### src/rtl/rs_pkg.sv
package rs_pkg;
  localparam logic [5:0] FN_ROL  = 6'h03;
  localparam logic [5:0] FN_ROLI = 6'h02;
  localparam logic [5:0] FN_ROR  = 6'h0B;
  localparam logic [5:0] FN_SLL  = 6'h13;
  localparam logic [5:0] FN_SLLI = 6'h12;
  localparam logic [5:0] FN_SRL  = 6'h1B;
  localparam logic [5:0] FN_SRLI = 6'h1A;
  localparam logic [5:0] FN_SRA  = 6'h3B;
  localparam logic [5:0] FN_SRAI = 6'h3A;

  typedef enum logic [1:0] {
    K_ROT = 2'd0,
    K_SHL = 2'd1,
    K_SHR = 2'd2
  } rs_kind_e;

  typedef struct packed {
    logic     hit;
    rs_kind_e kind;
    logic     to_right;
    logic     arith;
    logic     from_imm;
  } rs_ctrl_t;
endpackage

### src/rtl/rs_decode.sv
module rs_decode
  import rs_pkg::*;
(
  input  logic [5:0] funct,
  output rs_ctrl_t   ctrl
);
  always_comb begin
    ctrl = '{hit: 1'b0, kind: K_ROT, to_right: 1'b0, arith: 1'b0, from_imm: 1'b0};
    unique case (funct)
      FN_ROL:  ctrl = '{hit: 1'b1, kind: K_ROT, to_right: 1'b0, arith: 1'b0, from_imm: 1'b0};
      FN_ROLI: ctrl = '{hit: 1'b1, kind: K_ROT, to_right: 1'b0, arith: 1'b0, from_imm: 1'b1};
      FN_ROR:  ctrl = '{hit: 1'b1, kind: K_ROT, to_right: 1'b1, arith: 1'b0, from_imm: 1'b0};
      FN_SLL:  ctrl = '{hit: 1'b1, kind: K_SHL, to_right: 1'b0, arith: 1'b0, from_imm: 1'b0};
      FN_SLLI: ctrl = '{hit: 1'b1, kind: K_SHL, to_right: 1'b0, arith: 1'b0, from_imm: 1'b1};
      FN_SRL:  ctrl = '{hit: 1'b1, kind: K_SHR, to_right: 1'b1, arith: 1'b0, from_imm: 1'b0};
      FN_SRLI: ctrl = '{hit: 1'b1, kind: K_SHR, to_right: 1'b1, arith: 1'b0, from_imm: 1'b1};
      FN_SRA:  ctrl = '{hit: 1'b1, kind: K_SHR, to_right: 1'b1, arith: 1'b1, from_imm: 1'b0};
      FN_SRAI: ctrl = '{hit: 1'b1, kind: K_SHR, to_right: 1'b1, arith: 1'b1, from_imm: 1'b1};
      default: ;
    endcase
  end
endmodule

### src/rtl/rs_rotator.sv
module rs_rotator #(
  parameter int W   = 32,
  localparam int SHW = $clog2(W)
) (
  input  logic [W-1:0]   din,
  input  logic [SHW-1:0] amt,
  output logic [W-1:0]   dout
);
  logic [W-1:0] stage [0:SHW];
  assign stage[0] = din;

  for (genvar s = 0; s < SHW; s++) begin : g_stage
    localparam int K = 1 << s;
    logic [W-1:0] turned;
    assign turned = {stage[s][W-1-K:0], stage[s][W-1:W-K]};
    assign stage[s+1] = amt[s] ? turned : stage[s];
  end

  assign dout = stage[SHW];
endmodule

### src/rtl/rs_fill_mask.sv
module rs_fill_mask #(
  parameter int W   = 32,
  localparam int SHW = $clog2(W)
) (
  input  logic [SHW-1:0] amt,
  input  logic           shifting,
  input  logic           to_right,
  output logic [W-1:0]   keep
);
  for (genvar i = 0; i < W; i++) begin : g_bit
    logic from_low;
    logic from_high;
    assign from_low  = int'(amt) <= i;
    assign from_high = int'(amt) <= (W - 1 - i);
    assign keep[i] = !shifting || (to_right ? from_high : from_low);
  end
endmodule

### src/rtl/rs_shift_unit.sv
module rs_shift_unit
  import rs_pkg::*;
#(
  parameter int W = 32,
  localparam int SHW = $clog2(W)
) (
  input  logic [W-1:0]   src_a,
  input  logic [W-1:0]   src_b,
  input  logic [SHW-1:0] shamt_imm,
  input  logic [5:0]     funct,
  output logic [W-1:0]   result,
  output logic           res_ok
);
  rs_ctrl_t       ctrl;
  logic [SHW-1:0] amt;
  logic [SHW-1:0] rot_amt;
  logic [W-1:0]   turned;
  logic [W-1:0]   keep;
  logic [W-1:0]   fill;

  rs_decode u_dec (.funct(funct), .ctrl(ctrl));

  assign amt     = ctrl.from_imm ? shamt_imm : src_b[SHW-1:0];
  assign rot_amt = ctrl.to_right ? SHW'(~amt + 1'b1) : amt;

  rs_rotator #(.W(W)) u_rot (.din(src_a), .amt(rot_amt), .dout(turned));

  rs_fill_mask #(.W(W)) u_mask (
    .amt      (amt),
    .shifting (ctrl.kind != K_ROT),
    .to_right (ctrl.to_right),
    .keep     (keep)
  );

  assign fill   = ctrl.arith ? {W{src_a[W-1]}} : '0;
  assign res_ok = ctrl.hit;
  assign result = ctrl.hit ? ((turned & keep) | (fill & ~keep)) : '0;

  always_comb begin
    if (!res_ok)
      p_idle_zero_r7: assert (result == '0);
    if (res_ok && amt == '0)
      p_zero_amt_passthru_r6: assert (result == src_a);
    if (res_ok && ctrl.kind == K_ROT)
      p_rotate_keeps_ones_r1: assert ($countones(result) == $countones(src_a));
    if (res_ok && ctrl.arith)
      p_sign_kept_r5: assert (result[W-1] == src_a[W-1]);
    if (res_ok && ctrl.kind == K_SHR && !ctrl.arith && amt != '0)
      p_msb_cleared_r4: assert (result[W-1] == 1'b0);
    if (res_ok && ctrl.kind == K_SHL && amt != '0)
      p_lsb_cleared_r3: assert (result[0] == 1'b0);
  end
endmodule

### config.mk
export PLATFORM = sky130hd
export DESIGN_NAME = rs_shift_unit
export DESIGN_NICKNAME = d
export VERILOG_FILES = /design/src/rtl/rs_pkg.sv /design/src/rtl/rs_decode.sv /design/src/rtl/rs_rotator.sv /design/src/rtl/rs_fill_mask.sv /design/src/rtl/rs_shift_unit.sv
export SDC_FILE = /design/constraint.sdc
export NUM_CORES = 1
export LEC_CHECK = 0
export ABC_AREA = 1
export BUFFER_PORTS_ARGS = -buffer_cell sky130_fd_sc_hd__buf_4
export CORE_MARGIN = 3
export CORE_UTILIZATION = 30
export DETAILED_ROUTE_END_ITERATION = 7
export PLACE_DENSITY = 0.57
export REMOVE_ABC_BUFFERS = 1
export SLEW_MARGIN = 10
export SYNTH_ARGS = -nofsm -noshare
export SYNTH_HDL_FRONTEND = slang
export SYNTH_SLANG_ARGS = --single-unit
### constraint.sdc
create_clock -name vclk -period 3.23
set_clock_uncertainty 0.05 [all_clocks]
set_input_delay 0.646 -clock vclk [all_inputs]
set_output_delay 0.646 -clock vclk [all_outputs]
set_load 0.01 [all_outputs]
==> results of run 1 <==
## timing repair
| action | in CTS | in global routing |
|---|---|---|
| setup endpoints to repair | 32 | 32 |
| buffers inserted | 10 | 2 |
| endpoints found under the hold margin | 0 | 0 |
| resized for setup | 113 | 200 |
| gates cloned | 5 | 7 |
| pin swaps | 25 | 40 |
## critical path: cells and delay by family
family / cells / cell delay, ps
buf+inv: 5 / 600
simple gates: 14 / 1550
## where the power goes
part,leakage [nW],switching (mW),internal (mW)
registers,0,0,0
clock network,0,0,0
logic,3.61,0.818,0.570
total,3.61,0.818,0.570
## synthesized netlist by cell type
master,count
sky130_fd_sc_hd__a211oi_1,1
sky130_fd_sc_hd__nor2_2,2
sky130_fd_sc_hd__nand2_1,277
sky130_fd_sc_hd__o21ai_0,21
sky130_fd_sc_hd__ha_1,2
sky130_fd_sc_hd__clkbuf_1,19
sky130_fd_sc_hd__nor2_4,2
sky130_fd_sc_hd__a21boi_1,1
sky130_fd_sc_hd__o311ai_0,2
sky130_fd_sc_hd__a21oi_1,15
sky130_fd_sc_hd__a31oi_1,2
sky130_fd_sc_hd__nand3b_1,1
sky130_fd_sc_hd__nand4_1,1
sky130_fd_sc_hd__inv_1,86
sky130_fd_sc_hd__nand3_4,2
sky130_fd_sc_hd__nand3_1,291
sky130_fd_sc_hd__o21ai_1,3
sky130_fd_sc_hd__nand2_4,3
sky130_fd_sc_hd__nor3_1,4
sky130_fd_sc_hd__inv_2,8
sky130_fd_sc_hd__buf_4,8
sky130_fd_sc_hd__buf_2,23
sky130_fd_sc_hd__nor2_1,22
sky130_fd_sc_hd__nand3_2,1
sky130_fd_sc_hd__clkinv_1,1
sky130_fd_sc_hd__buf_1,2
sky130_fd_sc_hd__o211ai_1,5
sky130_fd_sc_hd__or2_2,1
sky130_fd_sc_hd__nand2_2,12
## layer usage
layer	global-route usage	vias up	part of all wire
li1	-	2961	-
met1	0.301	2825	0.39
met5	0	-	0
met4	0.0792	0	0.049
met3	0.0188	98	0.088
met2	0.385	425	0.47
## final cells by class
class	instances	area (um2)	share of cell area
repair buffers	184	1910	0.285
multi-input cells	671	4190	0.627
well taps	168	210	0.0315
inverters	95	374	0.0560
## logic make-up after synthesis
group / synth area share
buf+inv: 0.164
compound gates: 0.0746
simple gates: 0.755
fa+ha+maj: 0.00672
## metrics by stage
stage | utilization | hold WS [ps] | setup slack, ps | power [mW] | std cells
floorplan | - | 1600 | -1280 | 0.566 | 766
global placement | 0.419 | 1950 | -250 | 0.939 | 1095
detailed placement | 0.419 | 1950 | -287 | 0.945 | 1095
CTS | 0.473 | 1940 | -147 | 1.09 | 1110
global route | 0.554 | 1990 | -384 | 1.49 | 1118
finish | 0.554 | 1900 | -288 | 1.39 | 1118
## path summary, 6_finish.rpt
path | from | end | slack (ps) | cells after the start
max | funct[2] | result[6] | -290 | 19
min | funct[1] | result[0] | 1900 | 7
==> impl_metrics.prom, run 1 <==
# TYPE chip_impl_metric gauge
chip_impl_metric{name="fillerInstances",unit=""} 1215
chip_impl_info{name="final_common_cell",value="sky130_fd_sc_hd__nand2_1"} 1
chip_impl_metric{name="setup_total_negative_slack",unit="ps"} -6540
chip_impl_metric{name="slew-limit-headroom",unit=""} 0.711
chip_impl_metric{name="syn-mean-instance-area",unit="um2"} 4.55
chip_impl_metric{name="hpwl",unit="mm"} 12.4
chip_impl_metric{name="die_y",unit="um"} 117
chip_impl_info{name="layout_common_cells",value="232 x sky130_fd_sc_hd__nand2_1, 155 x sky130_fd_sc_hd__nand3_1, 123 x sky130_fd_sc_hd__buf_4"} 1
chip_impl_metric{name="max_freq",unit="GHz"} 0.284
chip_impl_metric{name="ctsHoldBuffers",unit=""} 0
chip_impl_metric{name="drv_slew",unit=""} 0
chip_impl_metric{name="layout.clock_buffers",unit=""} 0
chip_impl_metric{name="die-width",unit="um"} 117
chip_impl_info{name="status",value="finished, violations left"} 1
chip_impl_info{name="failed_checks",value="negative setup slack"} 1
chip_impl_metric{name="total_leakage_power",unit="nW"} 3.61
chip_impl_metric{name="worst-slew-pin-transition",unit="ps"} 432
chip_impl_metric{name="hold_violations",unit=""} 0
chip_impl_info{name="timing.critical_path.cells",value="buf_8, nor2_4, nand3_4, nand2_8, nand2_4, nand2_4, nand2_2, buf_4, nand2_2, nand2_2, nand2_4, clkbuf_16, nand3_1, nand3_1, nand3_1, nand3_2, nand2_2, inv_2, buf_6"} 1
chip_impl_metric{name="syn-cell-area",unit="um2"} 3720
chip_impl_metric{name="seq_area",unit="um2"} 0
chip_impl_metric{name="cp_data_arrival_time",unit="ps"} 2820
chip_impl_metric{name="layout-drive-gt1-share",unit=""} 0.449
chip_impl_metric{name="routed_via_density",unit=""} 5.64
chip_impl_metric{name="final_net_count",unit=""} 1029
chip_impl_metric{name="antenna-diode-count",unit=""} 0
chip_impl_metric{name="iter_0_drt_violations",unit=""} 760
chip_impl_metric{name="yosysSeqAreaShare",unit=""} 0
chip_impl_metric{name="detailed_place.area",unit="um2"} 5050
chip_impl_metric{name="groute.usage.overall",unit=""} 0.226
chip_impl_metric{name="setup_ws",unit="ps"} -288
chip_impl_metric{name="first_global_vias",unit=""} 5507
chip_impl_metric{name="crit_path_max_fanout",unit=""} 8
chip_impl_info{name="crit_path_frequent_cell",value="sky130_fd_sc_hd__nand2_2"} 1
chip_impl_metric{name="core_area",unit="um2"} 12100
chip_impl_info{name="rsz0062_at_grt",value="yes"} 1
chip_impl_metric{name="netlist.area_leader.share",unit=""} 0.391
chip_impl_metric{name="finalSetupViolations",unit=""} 32
chip_impl_metric{name="drtAntennaViolNets",unit=""} 0
chip_impl_metric{name="synth.yosys.warnings",unit=""} 0
chip_impl_metric{name="number_of_design_rule_violations_left_after_detail_routing",unit=""} 0
chip_impl_info{name="slowest_stage",value="sky130_fd_sc_hd__clkbuf_16"} 1
chip_impl_metric{name="final.min_clock_period",unit="ps"} 3520
chip_impl_metric{name="drt_first_pass_iters",unit=""} 7
chip_impl_metric{name="row_count",unit=""} 40
chip_impl_info{name="setup.worst_path.start_class",value="primary input"} 1
chip_impl_metric{name="irDropWorstVdd",unit="uV"} 107
chip_impl_metric{name="area.growth.synth_to_final",unit="%"} 79.4
chip_impl_metric{name="detail_route.wirelength",unit="mm"} 19.2
chip_impl_metric{name="pin_count",unit=""} 108
chip_impl_metric{name="numPortBuffers",unit=""} 81
chip_impl_info{name="ws_path_type",value="primary input to output port"} 1
chip_impl_metric{name="dr_total_vias",unit=""} 6309
chip_impl_metric{name="grt_pass1_wl",unit="mm"} 26.6
chip_impl_metric{name="grt_overflow",unit=""} 0
chip_impl_info{name="min_path_type",value="primary input to output port"} 1
chip_impl_metric{name="initial_antenna_violation_count",unit=""} 0
chip_impl_info{name="synth_top_cells_by_area",value="sky130_fd_sc_hd__nand3_1 39%, sky130_fd_sc_hd__nand2_1 28%, sky130_fd_sc_hd__inv_1 8.7%"} 1
chip_impl_metric{name="grt_max_degree",unit=""} 33
chip_impl_metric{name="final_design_area_no_fill",unit="um2"} 6680
chip_impl_metric{name="synth.lib_cells_used.distinct",unit=""} 29
chip_impl_metric{name="max_cap_viols",unit=""} 0
chip_impl_metric{name="power_density_over_the_cells",unit="nW/um2"} 208
chip_impl_metric{name="mean_routed_wirelength_per_cell",unit="um"} 17.2
chip_impl_metric{name="number_of_instances_in_the_synthesized_netlist",unit=""} 818
chip_impl_metric{name="start_util",unit=""} 0.309
chip_impl_metric{name="design.die.area",unit="um2"} 13800
chip_impl_metric{name="routabilityCongestion",unit=""} 0.980
chip_impl_info{name="end_kind",value="output port"} 1
chip_impl_metric{name="flops_and_latches",unit=""} 0
chip_impl_metric{name="critPathRequiredTime",unit="ps"} 2530
chip_impl_metric{name="post-route-period-util",unit=""} 1.09
chip_impl_metric{name="critical-path-max-stage-delay",unit="ps"} 190
chip_impl_info{name="netlist.top_cell.by_area",value="sky130_fd_sc_hd__nand3_1"} 1
No activity file was read; power rests on OpenSTA's default activity.
==> run 2: changes to the inputs <==
Settings changed: CAP_MARGIN set to 25, PLACE_DENSITY 0.57 to 0.63.
==> run 2 against run 1 <==
  * The run still ends with negative setup slack left
  * Setup slack gained 16 ps
  * Highest routed layer unchanged
  * Via count decreased by 2.4%
  * Critical path depth rose by 1
  * Critical path type unchanged
  * First-iteration DRC count shrank 8.0%
  * Count of clock-buffer cells in the layout stayed put
  * Die area did not move
  * Final area shrank 8.7%
  * Non-clock buffer count decreased by 13
  * Maximum frequency up 0.44%
  * Sequential share of layout area did not move
  * Combinational power fell by 10%
==> impl_metrics.prom, run 2 (same netlist as run 1, synthesis figures left out) <==
# TYPE chip_impl_metric gauge
chip_impl_metric{name="post-route-period-util",unit=""} 1.08
chip_impl_metric{name="mean_routed_wirelength_per_cell",unit="um"} 15.8
chip_impl_metric{name="fillerInstances",unit=""} 1223
chip_impl_info{name="setup.worst_path.start_class",value="primary input"} 1
chip_impl_metric{name="number_of_design_rule_violations_left_after_detail_routing",unit=""} 0
chip_impl_metric{name="grt_pass1_wl",unit="mm"} 26.1
chip_impl_metric{name="power_density_over_the_cells",unit="nW/um2"} 204
chip_impl_info{name="critical_path.top_delay_family",value="simple AND/OR/NAND/NOR gates"} 1
chip_impl_metric{name="max_freq",unit="GHz"} 0.286
chip_impl_metric{name="placed_cells",unit=""} 1089
chip_impl_metric{name="hold_violations",unit=""} 0
chip_impl_metric{name="routabilityCongestion",unit=""} 0.982
chip_impl_metric{name="grt_overflow",unit=""} 0
chip_impl_metric{name="critical_path_buf_inv_count",unit=""} 7
chip_impl_metric{name="start_util",unit=""} 0.309
chip_impl_metric{name="grt_max_degree",unit=""} 33
chip_impl_metric{name="setup_total_negative_slack",unit="ps"} -6730
chip_impl_metric{name="final_net_count",unit=""} 1016
chip_impl_info{name="min_path_type",value="primary input to output port"} 1
chip_impl_info{name="rsz0062_at_grt",value="yes"} 1
chip_impl_metric{name="drtAntennaViolNets",unit=""} 0
chip_impl_metric{name="critical-path-max-stage-delay",unit="ps"} 190
chip_impl_metric{name="drt_first_pass_iters",unit=""} 6
chip_impl_metric{name="total_leakage_power",unit="nW"} 3.40
chip_impl_info{name="final_common_cell",value="sky130_fd_sc_hd__nand2_1"} 1
chip_impl_metric{name="final.min_clock_period",unit="ps"} 3500
chip_impl_metric{name="dr_total_vias",unit=""} 6160
chip_impl_metric{name="antenna-diode-count",unit=""} 0
chip_impl_metric{name="finalSetupViolations",unit=""} 32
chip_impl_metric{name="core_area",unit="um2"} 12100
chip_impl_metric{name="design.die.area",unit="um2"} 13800
chip_impl_metric{name="die_y",unit="um"} 117
chip_impl_metric{name="detailed_place.area",unit="um2"} 4930
chip_impl_info{name="status",value="finished, violations left"} 1
chip_impl_metric{name="seq_area",unit="um2"} 0
chip_impl_metric{name="critPathRequiredTime",unit="ps"} 2530
chip_impl_info{name="layout_common_cells",value="247 x sky130_fd_sc_hd__nand2_1, 183 x sky130_fd_sc_hd__nand3_1, 120 x sky130_fd_sc_hd__buf_4"} 1
chip_impl_metric{name="total_power",unit="mW"} 1.25
chip_impl_metric{name="slew-limit-headroom",unit=""} 0.686
chip_impl_metric{name="numPortBuffers",unit=""} 81
chip_impl_metric{name="area.growth.synth_to_final",unit="%"} 63.9
chip_impl_metric{name="initial_antenna_violation_count",unit=""} 0
chip_impl_info{name="ws_path_type",value="primary input to output port"} 1
chip_impl_metric{name="die-width",unit="um"} 117
chip_impl_metric{name="layout-drive-gt1-share",unit=""} 0.390
chip_impl_metric{name="routed_via_density",unit=""} 5.57
chip_impl_info{name="end_kind",value="output port"} 1
chip_impl_metric{name="drv_slew",unit=""} 0
chip_impl_metric{name="flops_and_latches",unit=""} 0
chip_impl_metric{name="post_layout_instance_count_excluding_filler_cells",unit=""} 1105
chip_impl_metric{name="worst-slew-pin-transition",unit="ps"} 466
chip_impl_metric{name="groute.usage.overall",unit=""} 0.221
chip_impl_metric{name="layout.clock_buffers",unit=""} 0
chip_impl_metric{name="final_util",unit=""} 0.506
chip_impl_metric{name="cp_data_arrival_time",unit="ps"} 2810
chip_impl_metric{name="row_count",unit=""} 40
chip_impl_info{name="failed_checks",value="negative setup slack"} 1
chip_impl_metric{name="final_design_area_no_fill",unit="um2"} 6100
chip_impl_metric{name="hpwl",unit="mm"} 12.1
chip_impl_metric{name="first_global_vias",unit=""} 5485
chip_impl_metric{name="crit_path_max_fanout",unit=""} 15
chip_impl_info{name="crit_path_frequent_cell",value="sky130_fd_sc_hd__nand2_4"} 1
chip_impl_metric{name="detail_route.wirelength",unit="mm"} 17.5
chip_impl_metric{name="setup_ws",unit="ps"} -272
chip_impl_info{name="slowest_stage",value="sky130_fd_sc_hd__nand3_1"} 1
chip_impl_metric{name="pin_count",unit=""} 108
chip_impl_metric{name="max_cap_viols",unit=""} 0
chip_impl_metric{name="iter_0_drt_violations",unit=""} 699
chip_impl_metric{name="irDropWorstVdd",unit="uV"} 80.7
chip_impl_info{name="timing.critical_path.cells",value="buf_6, nor2_4, nand3_4, nand2_8, nand2_4, nand2_4, inv_2, buf_6, nand2_4, nand2_4, buf_12, buf_16, nand2_1, nand3_1, nand3_1, nand3_1, nand3_2, nand2_2, inv_2, buf_4"} 1
==> run 2: cell types whose count changed in the layout (fill, tap and decap cells not counted), sizes merged <==
cell / delta
clkinv: +1
clkbuf: -1
inv: -1
buf: -12
==> run 2: path summary, 6_finish.rpt <==
check,startpoint,endpoint,slack [ps],depth (start not counted)
worst max-delay path,funct[2],result[2],-270,20
worst min-delay path,funct[4],result[0],1970,7
==> run 2: repair_timing <==
action	4_1_cts	5_1_grt
pin swaps	7	51
hold buffers	0	0
resized for setup	86	147
setup buffers	5	2
endpoints found under the setup margin	32	32
cloned	4	5
==> run 2: layout make-up <==
cell class	instances	area, um2	share of cell area
Inverter	95	367	0.0601
Multi-Input combinational cell	671	3880	0.636
Tap cell	168	210	0.0345
Timing Repair Buffer	171	1640	0.270
==> run 2: stage by stage <==
step,setup WS (ps),hold slack (ps)
final,-272,1970
after global routing,-412,2030
after CTS,-151,1970
after detailed placement,-242,1960
after global placement,-241,1970
after floorplan,-1280,1600
==> run 2: power breakdown <==
part           switching (mW)  internal, mW
clock                       0             0
combinational           0.744         0.502
sequential                  0             0
==> run 2: per-layer routing <==
layer  vias up  part of all wire  global-route usage
met3        82             0.088              0.0159
met5         -                 0                   0
li1       2935                 -                   -
met2       390              0.46               0.370
met4         0             0.054              0.0953
met1      2753              0.40               0.293
